[src/rtl/sdh_pkg.sv]
package sdh_pkg;

    localparam int unsigned ADDR_W = 6;
    localparam int unsigned OPC_W  = 6;
    localparam int unsigned CNT_W  = 11;
    localparam int unsigned STAT_W = 5;
    localparam int unsigned RESP_WORDS = 4;

    localparam logic [ADDR_W-1:0] OFF_STATUS = 6'h00;
    localparam logic [ADDR_W-1:0] OFF_ENABLE = 6'h04;
    localparam logic [ADDR_W-1:0] OFF_BUF    = 6'h08;
    localparam logic [ADDR_W-1:0] OFF_CMD    = 6'h0C;
    localparam logic [ADDR_W-1:0] OFF_ARG    = 6'h10;
    localparam logic [ADDR_W-1:0] OFF_RESP0  = 6'h14;
    localparam logic [ADDR_W-1:0] OFF_RESP1  = 6'h18;
    localparam logic [ADDR_W-1:0] OFF_RESP2  = 6'h1C;
    localparam logic [ADDR_W-1:0] OFF_RESP3  = 6'h20;
    localparam logic [ADDR_W-1:0] OFF_BLEN   = 6'h24;
    localparam logic [ADDR_W-1:0] OFF_BCNT   = 6'h28;
    localparam logic [ADDR_W-1:0] OFF_CARD   = 6'h2C;

    localparam int unsigned ST_CMD  = 0;
    localparam int unsigned ST_DATA = 1;
    localparam int unsigned ST_CARD = 2;
    localparam int unsigned ST_TMO  = 3;
    localparam int unsigned ST_OVR  = 4;

    typedef enum logic [1:0] {
        RSP_NONE  = 2'd0,
        RSP_SHORT = 2'd1,
        RSP_LONG  = 2'd2,
        RSP_NOCRC = 2'd3
    } rsp_cls_e;

    typedef enum logic [1:0] {
        KIND_BCAST     = 2'd0,
        KIND_BCAST_RSP = 2'd1,
        KIND_ADDR      = 2'd2,
        KIND_ADDR_DATA = 2'd3
    } cmd_kind_e;

    typedef enum logic [1:0] {
        PH_IDLE = 2'd0,
        PH_CMD  = 2'd1,
        PH_DATA = 2'd2
    } phase_e;

    typedef struct packed {
        logic [OPC_W-1:0] opcode;
        rsp_cls_e         rsp;
        cmd_kind_e        kind;
        logic             open_drain;
        logic             busy_wait;
        logic             rd_dir;
    } cmd_desc_t;

    function automatic cmd_desc_t unpack_cmd(input logic [15:0] w);
        cmd_desc_t d;
        d.opcode     = w[OPC_W-1:0];
        d.open_drain = w[6];
        d.rsp        = rsp_cls_e'(w[9:8]);
        d.busy_wait  = w[11];
        d.kind       = cmd_kind_e'(w[13:12]);
        d.rd_dir     = w[15];
        return d;
    endfunction

endpackage

[src/rtl/sdh_cmd_seq.sv]
module sdh_cmd_seq
    import sdh_pkg::*;
(
    input  logic      clk,
    input  logic      rst,
    input  logic      cmd_wr,
    input  logic [15:0] cmd_word,
    input  logic      has_data,
    input  logic      eng_cmd_done,
    input  logic      eng_data_done,
    input  logic      eng_timeout,
    output logic      start,
    output cmd_desc_t desc,
    output logic      data_phase,
    output phase_e    phase,
    output logic      ev_cmd_end,
    output logic      ev_data_end,
    output logic      ev_timeout,
    output logic      ev_overrun
);

    always_comb begin
        ev_timeout  = (phase == PH_CMD) && eng_timeout;
        ev_cmd_end  = (phase == PH_CMD) && eng_cmd_done && !eng_timeout;
        ev_data_end = (phase == PH_DATA) && eng_data_done;
        ev_overrun  = cmd_wr && (phase != PH_IDLE);
    end

    always_ff @(posedge clk) begin
        if (rst) begin
            phase      <= PH_IDLE;
            start      <= 1'b0;
            desc       <= '0;
            data_phase <= 1'b0;
        end else begin
            start <= 1'b0;
            unique case (phase)
                PH_IDLE: if (cmd_wr) begin
                    phase      <= PH_CMD;
                    start      <= 1'b1;
                    desc       <= unpack_cmd(cmd_word);
                    data_phase <= has_data;
                end
                PH_CMD: begin
                    if (ev_timeout)
                        phase <= PH_IDLE;
                    else if (ev_cmd_end)
                        phase <= data_phase ? PH_DATA : PH_IDLE;
                end
                PH_DATA: if (ev_data_end) phase <= PH_IDLE;
                default: phase <= PH_IDLE;
            endcase
        end
    end

endmodule

[src/rtl/sdh_irq_ctrl.sv]
module sdh_irq_ctrl #(
    parameter int unsigned W = 5
) (
    input  logic         clk,
    input  logic         rst,
    input  logic [W-1:0] set_vec,
    input  logic         clr_wr,
    input  logic [W-1:0] clr_mask,
    input  logic         en_wr,
    input  logic [W-1:0] en_data,
    output logic [W-1:0] status,
    output logic [W-1:0] enable,
    output logic         irq
);

    logic [W-1:0] clr_eff;

    assign clr_eff = clr_wr ? clr_mask : '0;
    assign irq     = |(status & enable);

    always_ff @(posedge clk) begin
        if (rst) begin
            status <= '0;
            enable <= '0;
        end else begin
            status <= (status & ~clr_eff) | set_vec;
            if (en_wr) enable <= en_data;
        end
    end

endmodule

[src/rtl/sdh_card_mon.sv]
module sdh_card_mon (
    input  logic clk,
    input  logic rst,
    input  logic card_present,
    input  logic card_ro,
    output logic present_q,
    output logic ro_q,
    output logic presence_chg
);

    assign presence_chg = card_present ^ present_q;

    always_ff @(posedge clk) begin
        if (rst) begin
            present_q <= card_present;
            ro_q      <= card_ro;
        end else begin
            present_q <= card_present;
            ro_q      <= card_ro;
        end
    end

endmodule

[src/rtl/sdh_regfront.sv]
module sdh_regfront
    import sdh_pkg::*;
(
    input  logic               clk,
    input  logic               rst,
    input  logic [ADDR_W-1:0]  bus_addr,
    input  logic               bus_we,
    input  logic [31:0]        bus_wdata,
    output logic [31:0]        bus_rdata,
    output logic               irq,
    output logic               cmd_start,
    output logic [OPC_W-1:0]   cmd_opcode,
    output logic [1:0]         cmd_rsp_class,
    output logic [1:0]         cmd_kind,
    output logic               cmd_open_drain,
    output logic               cmd_busy_wait,
    output logic               cmd_read,
    output logic               cmd_data_phase,
    output logic [31:0]        cmd_arg,
    output logic [31:0]        buf_addr,
    output logic [CNT_W-1:0]   blk_len_m1,
    output logic [CNT_W-1:0]   blk_cnt_m1,
    output logic               cmd_busy,
    input  logic               eng_cmd_done,
    input  logic               eng_data_done,
    input  logic               eng_timeout,
    input  logic [32*RESP_WORDS-1:0] eng_resp,
    input  logic               card_present,
    input  logic               card_ro
);

    logic              wr_status, wr_enable, wr_cmd;
    cmd_desc_t         desc;
    phase_e            seq_phase;
    logic              ev_cmd_end, ev_data_end, ev_timeout, ev_overrun;
    logic [STAT_W-1:0] set_vec, status_q, enable_q;
    logic              present_q, ro_q, presence_chg;
    logic [31:0]       resp_q [RESP_WORDS];

    assign wr_status = bus_we && (bus_addr == OFF_STATUS);
    assign wr_enable = bus_we && (bus_addr == OFF_ENABLE);
    assign wr_cmd    = bus_we && (bus_addr == OFF_CMD);

    always_ff @(posedge clk) begin
        if (rst) begin
            cmd_arg    <= '0;
            buf_addr   <= '0;
            blk_len_m1 <= '0;
            blk_cnt_m1 <= '0;
        end else if (bus_we) begin
            unique case (bus_addr)
                OFF_ARG:  cmd_arg    <= bus_wdata;
                OFF_BUF:  buf_addr   <= bus_wdata;
                OFF_BLEN: blk_len_m1 <= bus_wdata[CNT_W-1:0];
                OFF_BCNT: blk_cnt_m1 <= bus_wdata[CNT_W-1:0];
                default: ;
            endcase
        end
    end

    sdh_cmd_seq u_seq (
        .clk           (clk),
        .rst           (rst),
        .cmd_wr        (wr_cmd),
        .cmd_word      (bus_wdata[15:0]),
        .has_data      ((|blk_len_m1) || (|blk_cnt_m1)),
        .eng_cmd_done  (eng_cmd_done),
        .eng_data_done (eng_data_done),
        .eng_timeout   (eng_timeout),
        .start         (cmd_start),
        .desc          (desc),
        .data_phase    (cmd_data_phase),
        .phase         (seq_phase),
        .ev_cmd_end    (ev_cmd_end),
        .ev_data_end   (ev_data_end),
        .ev_timeout    (ev_timeout),
        .ev_overrun    (ev_overrun)
    );

    assign cmd_opcode     = desc.opcode;
    assign cmd_rsp_class  = desc.rsp;
    assign cmd_kind       = desc.kind;
    assign cmd_open_drain = desc.open_drain;
    assign cmd_busy_wait  = desc.busy_wait;
    assign cmd_read       = desc.rd_dir;
    assign cmd_busy       = (seq_phase != PH_IDLE);

    // Response words: long class fills all, short classes fill word 0 only.
    generate
        for (genvar k = 0; k < RESP_WORDS; k++) begin : g_resp
            always_ff @(posedge clk) begin
                if (rst) begin
                    resp_q[k] <= '0;
                end else if (ev_cmd_end && desc.rsp != RSP_NONE) begin
                    if (desc.rsp == RSP_LONG)
                        resp_q[k] <= eng_resp[32*k +: 32];
                    else
                        resp_q[k] <= (k == 0) ? eng_resp[31:0] : 32'h0;
                end
            end
        end
    endgenerate

    sdh_card_mon u_card (
        .clk          (clk),
        .rst          (rst),
        .card_present (card_present),
        .card_ro      (card_ro),
        .present_q    (present_q),
        .ro_q         (ro_q),
        .presence_chg (presence_chg)
    );

    always_comb begin
        set_vec          = '0;
        set_vec[ST_CMD]  = ev_cmd_end;
        set_vec[ST_DATA] = ev_data_end;
        set_vec[ST_CARD] = presence_chg;
        set_vec[ST_TMO]  = ev_timeout;
        set_vec[ST_OVR]  = ev_overrun;
    end

    sdh_irq_ctrl #(.W(STAT_W)) u_irq (
        .clk      (clk),
        .rst      (rst),
        .set_vec  (set_vec),
        .clr_wr   (wr_status),
        .clr_mask (bus_wdata[STAT_W-1:0]),
        .en_wr    (wr_enable),
        .en_data  (bus_wdata[STAT_W-1:0]),
        .status   (status_q),
        .enable   (enable_q),
        .irq      (irq)
    );

    always_comb begin
        bus_rdata = '0;
        unique case (bus_addr)
            OFF_STATUS: bus_rdata[STAT_W-1:0] = status_q;
            OFF_ENABLE: bus_rdata[STAT_W-1:0] = enable_q;
            OFF_BUF:    bus_rdata = buf_addr;
            OFF_ARG:    bus_rdata = cmd_arg;
            OFF_RESP0:  bus_rdata = resp_q[0];
            OFF_RESP1:  bus_rdata = resp_q[1];
            OFF_RESP2:  bus_rdata = resp_q[2];
            OFF_RESP3:  bus_rdata = resp_q[3];
            OFF_BLEN:   bus_rdata[CNT_W-1:0] = blk_len_m1;
            OFF_BCNT:   bus_rdata[CNT_W-1:0] = blk_cnt_m1;
            OFF_CARD:   bus_rdata[1:0] = {ro_q, present_q};
            default:    bus_rdata = '0;
        endcase
    end

endmodule

[config.mk]
export PLATFORM = sky130hd
export DESIGN_NAME = sdh_regfront
export DESIGN_NICKNAME = d
export VERILOG_FILES = /design/src/rtl/sdh_pkg.sv /design/src/rtl/sdh_cmd_seq.sv /design/src/rtl/sdh_irq_ctrl.sv /design/src/rtl/sdh_card_mon.sv /design/src/rtl/sdh_regfront.sv
export SDC_FILE = /design/constraint.sdc
export NUM_CORES = 1
export LEC_CHECK = 0
export ABC_AREA = 1
export BUFFER_PORTS_ARGS = -buffer_cell sky130_fd_sc_hd__buf_2
export CORE_MARGIN = 10
export CORE_UTILIZATION = 48
export DETAILED_ROUTE_END_ITERATION = 16
export GPL_TIMING_DRIVEN = 1
export PLACE_DENSITY = 0.79
export SYNTH_ARGS = -nofsm -noshare
export SYNTH_HDL_FRONTEND = slang
export SYNTH_SLANG_ARGS = --single-unit
[constraint.sdc]
create_clock -name clk -period 10.8 [get_ports clk]
set_clock_uncertainty 0.15 [all_clocks]
set_input_delay 0.54 -clock clk [delete_from_list [all_inputs] [get_ports clk]]
set_output_delay 0.54 -clock clk [all_outputs]
set_load 0.01 [all_outputs]
# Word-level counts from Yosys, hierarchy flattened
# Memory sizes are Yosys's and may differ from the RTL's.
# Index checks and enable logic that the tools add are counted.
# totals
output_inout_bits	135
ramBits	128
memories	1
input_bits	174
regBits	115
# op_classes
bitwise	14
muxes	30
n_eq_ne	17
reduce_logical	25
# memory_table
name	words	word_bits	read_ports	rd_ports_with_merged_regs	wr	line	source
resp_q	4	32	4	0	4	sdh_regfront.sv:38	logic [31:0] resp_q [RESP_WORDS];
# ops
cell	count
$mux W32	8
$pmux W21 S6	1
$pmux W6 S8	1
$pmux W3 S10	1
$eq A6 B5 Y1 const B	4
$eq A6 B6 Y1 const B	4
$pmux W2 S11	1
$reduce_or A11 Y1	2
$eq A6 B4 Y1 const B	2
$mux W1	11
$and A5 B5 Y5	2
$mux W2	5
$reduce_and A2 Y1	5
$logic_and A1 B1 Y1	9
$or A1 B1 Y1	8
$eq A6 B3 Y1 const B	1
$logic_not A6 Y1	1
$pmux W2 S3	1
$mux W5	1
$not A5 Y5	1
$or A5 B5 Y5	1
$reduce_or A5 Y1	1
$eq A2 B2 Y1 const B	2
$reduce_bool A2 Y1	2
11 further kinds	11

# Depth between registers and ports, before layout
# depth
word_depth	9
mapped_depth	9

# By module
# Synthesis repeated with hierarchy kept, for this count alone.
# unflattened
hier_cells	1453
area_unflattened_um2	11214.5
# by_module_without_submodules
module	cells_each	area_per_inst_um2	seq_area_each_um2	instances
sdh_regfront	1301	10074.7	5565.3	1
sdh_cmd_seq	87	686.9	340.3	1
sdh_irq_ctrl	58	394.1	200.2	1
sdh_card_mon	7	58.8	40.0	1

# Worst setup path before layout
# OpenSTA, ideal clock, no wires.
# synth_timing
path_type	input -> register
startpoint	in eng_timeout
endpoint	mem resp_q[0][0], enable pin
n_path_buf	0
setup_time_ns	0.792
arrival_time_ns	9.782
required_time_ns	9.858
slack_ns	0.076
cell_stages	3
cell_sequence	nor2_1 -> nand2_1 -> o21ai_0
# synth_rtl
item	line	source
start: declaration	sdh_regfront.sv:26	input logic eng_timeout,
end: declaration	sdh_regfront.sv:38	

# Worst setup path after layout
# layout_timing
startpoint	in bus_addr[1]
endpoint	reg cmd_arg[8]
# layout_via
elab_chain_len	2
# layout_lines
item	line	source
start: declaration	sdh_regfront.sv:6	input logic [ADDR_W-1:0] bus_addr,
$eq A6 B5 Y1	sdh_regfront.sv:51	unique case (bus_addr)
$reduce_and A2 Y1 (no source line)	-	
end signal: assignment	sdh_regfront.sv:52	OFF_ARG: cmd_arg <= bus_wdata;
end: declaration	sdh_regfront.sv:19	output logic [31:0] cmd_arg,
# Every way passes these cells.
# A chain may end at the register's enable or synchronous reset.

==> run metrics <==
synthesized area 11100 um2; CTS root buffer clkbuf_16; vias in the first global route 10143; Slew Limit Fails 0; Worst-Margin Slew 1.04 ns; crit start category input pin; layout net count 1883; Die ar. 29600 um2; post-DP HPWL 27200 um; clock buffer depth 3; crit end category register; flop2flop setup slack 8.38 ns; clock slew at reported path FFs 0.06 ns; WL final 38000 um; slew margin rel. 0.307; largest net degree at the start of global routing 69; crit-path max FO 33; post-synthesis sequential area ratio 0.554; Tot GR Track Use 0.247; clock sink total 243; syn_area_per_cell 7.79 um2; final worst slack 7.14 ns; Area contributors post-synth edfxtp_1 (35%), dfxtp_1 (21%), nor2_1 (12%), nand2_1 (9.3%), inv_1 (6.5%); DRC viols 0; post-cts resize count 0; FMAX 273 MHz; most frequent cell after synthesis nor2_1; Worst-Skew Late Latency 0.53 ns; synth unique cells 28; Worst Hold Slack 0.112 ns; number of flops mapped to enable cells by yosys 128; RSZ-0062 raised after global routing no; Layout area overhead 22.4%; Top FF cell, synth edfxtp_1; Avg Vias per Cell 5.16; status completed; Die Span Y 172 um; crit share post-route 0.339; Synth top area share 0.346; CTS Buf Count 26; max cap viols 0; cell count after synthesis 1425; H-Tree Depth 1; CTS tree built; average wire per standard cell 18.8 um; Pre-antenna DRT Iters 8; Synth area leader edfxtp_1; worst endpoint required time 11.10 ns; kind of critical path in -> reg; layout cells sized above 1 0.217; top cells by count, synth nor2_1 (367), nand2_1 (275), inv_1 (193); # setup viols final 0; pre-CTS WS 6.68 ns; syn_nets 1599; Post-DRT Antenna Nets 0; LEAKAGE 6.88 nW; port bufs 308; initial antenna violation count 2; Starting DRT DRC Count 960; VDD IR max 0.110 mV; Period minus WS final 3.66 ns; Async SR Flop Fraction 0; Data arrival, critical path 3.96 ns; gp weighted congestion 0.958; CORE AREA 22700 um2; Seq cells post-synth 243; DR vias 10407; Filler cells 2093; Fin. Hold Viols 0; first-pass GRT wire length 56400 um; Initial Util 0.489; IO Pins 309; Die W 172 um; synth warn 0; total grt overflow 0; worst min path class in -> reg; total negative setup slack 0 ns; Rows 55; pwr dens 143 nW/um2
timing repair:
| action | CTS | global route |
|---|---|---|
| setup buffers | 0 | 0 |
| hold endpoints to repair | 2 | 0 |
| hold buffers | 2 | 0 |
layout by cell type, fill, tap and decap left out, types with 2 or more instances in the layout:
cell	instances
nor2_1	365
buf_2	308
nand2_1	275
inv_1	192
edfxtp_1	128
o21ai_0	122
dfxtp_1	115
nand3_1	62
a21oi_1	30
clkbuf_16	26
nor3_1	22
nand4_1	14
clkbuf_1	12
buf_4	12
nor2_4	7
nor2_2	6
clkinv_1	6
inv_2	5
diode_2	3
clkinv_2	3
nand2_2	2
nor3b_1	2
o21ai_1	2
nand3b_1	2
or2_2	2
dlygate4sd3_1	2
metrics by stage:
| stage | power, mW | utilization | cell area, um2 | instances |
|---|---|---|---|---|
| finish | 1.94 | 0.598 | 13600 | 2017 |
| global route | 2.00 | 0.598 | 13600 | 2016 |
| CTS | 1.95 | 0.598 | 13600 | 2014 |
| detailed placement | 1.13 | 0.563 | 12800 | 1964 |
| global placement | 1.13 | 0.563 | 12800 | 1964 |
| floorplan | 1.07 | - | 11100 | 1425 |
worst max-delay path: stages:
cell	delay [ns]
buf_2	0.11
nor2_2	0.55
nand2_2	0.20
nor2_4	0.66
nand2_1	0.84
inv_2	0.77
nor2_1	0.09
nor2_1	0.15
cells by family after synthesis:
logic type / after synthesis / synth area share
simple gates: 760 / 0.278
buf+inv: 264 / 0.0965
flops: 243 / 0.554
compound gates: 157 / 0.0712
xor+xnor: 1 / 0.000789
flip-flops by register name, indices dropped and copies added (netlist names):
| signal | count |
|---|---|
| u_seq.start | 1 |
| blk_cnt_m1 | 11 |
| u_card.ro_q | 1 |
| blk_len_m1 | 11 |
| u_card.present_q | 1 |
| u_seq.phase | 2 |
| u_irq.enable | 5 |
| resp_q | 128 |
| u_seq.desc | 13 |
| u_seq.data_phase | 1 |
| buf_addr | 32 |
| u_irq.status | 5 |
| cmd_arg | 32 |
metal layers:
metal,share of wire,track usage,wire (um)
met1,0.39,0.305,14900
met2,0.47,0.403,17800
met3,0.090,0.0511,3410
met4,0.048,0.118,1840
met5,0,0,0
where the power goes:
| part | leakage (nW) | internal, mW | switching [mW] |
|---|---|---|---|
| Combinational | 4.25 | 0.0397 | 0.0745 |
| Sequential | 2.25 | 0.989 | 0.00768 |
| Clock | 0.375 | 0.470 | 0.360 |
path summary, 6_finish.rpt:
| kind | from | endpoint | cells after the start |
|---|---|---|---|
| worst max-delay path | bus_addr[1] | cmd_arg[8]$_SDFFE_PP0P_ | 8 |
| worst min-delay path | bus_wdata[24] | buf_addr[24]$_SDFFE_PP0P_ | 3 |
| worst max register to register | u_seq.phase[1]$_SDFFE_PP0P_ | resp_q[3][16]$_SDFFCE_PP0P_ | 6 |
| worst min register to register | buf_addr[11]$_SDFFE_PP0P_ | buf_addr[11]$_SDFFE_PP0P_ | 2 |
area by class of cell:
cell class	count	area, um2	share of cell area
Timing Repair Buffer	322	1650	0.122
Multi-Input combinational cell	918	3900	0.287
Clock buffer	38	696	0.0512
Tap cell	285	357	0.0263
Clock inverter	10	80.1	0.00589
Inverter	198	743	0.0547
Antenna cell	3	7.51	0.000553
Sequential cell	243	6150	0.452
Power figures use the tool's default switching activity.
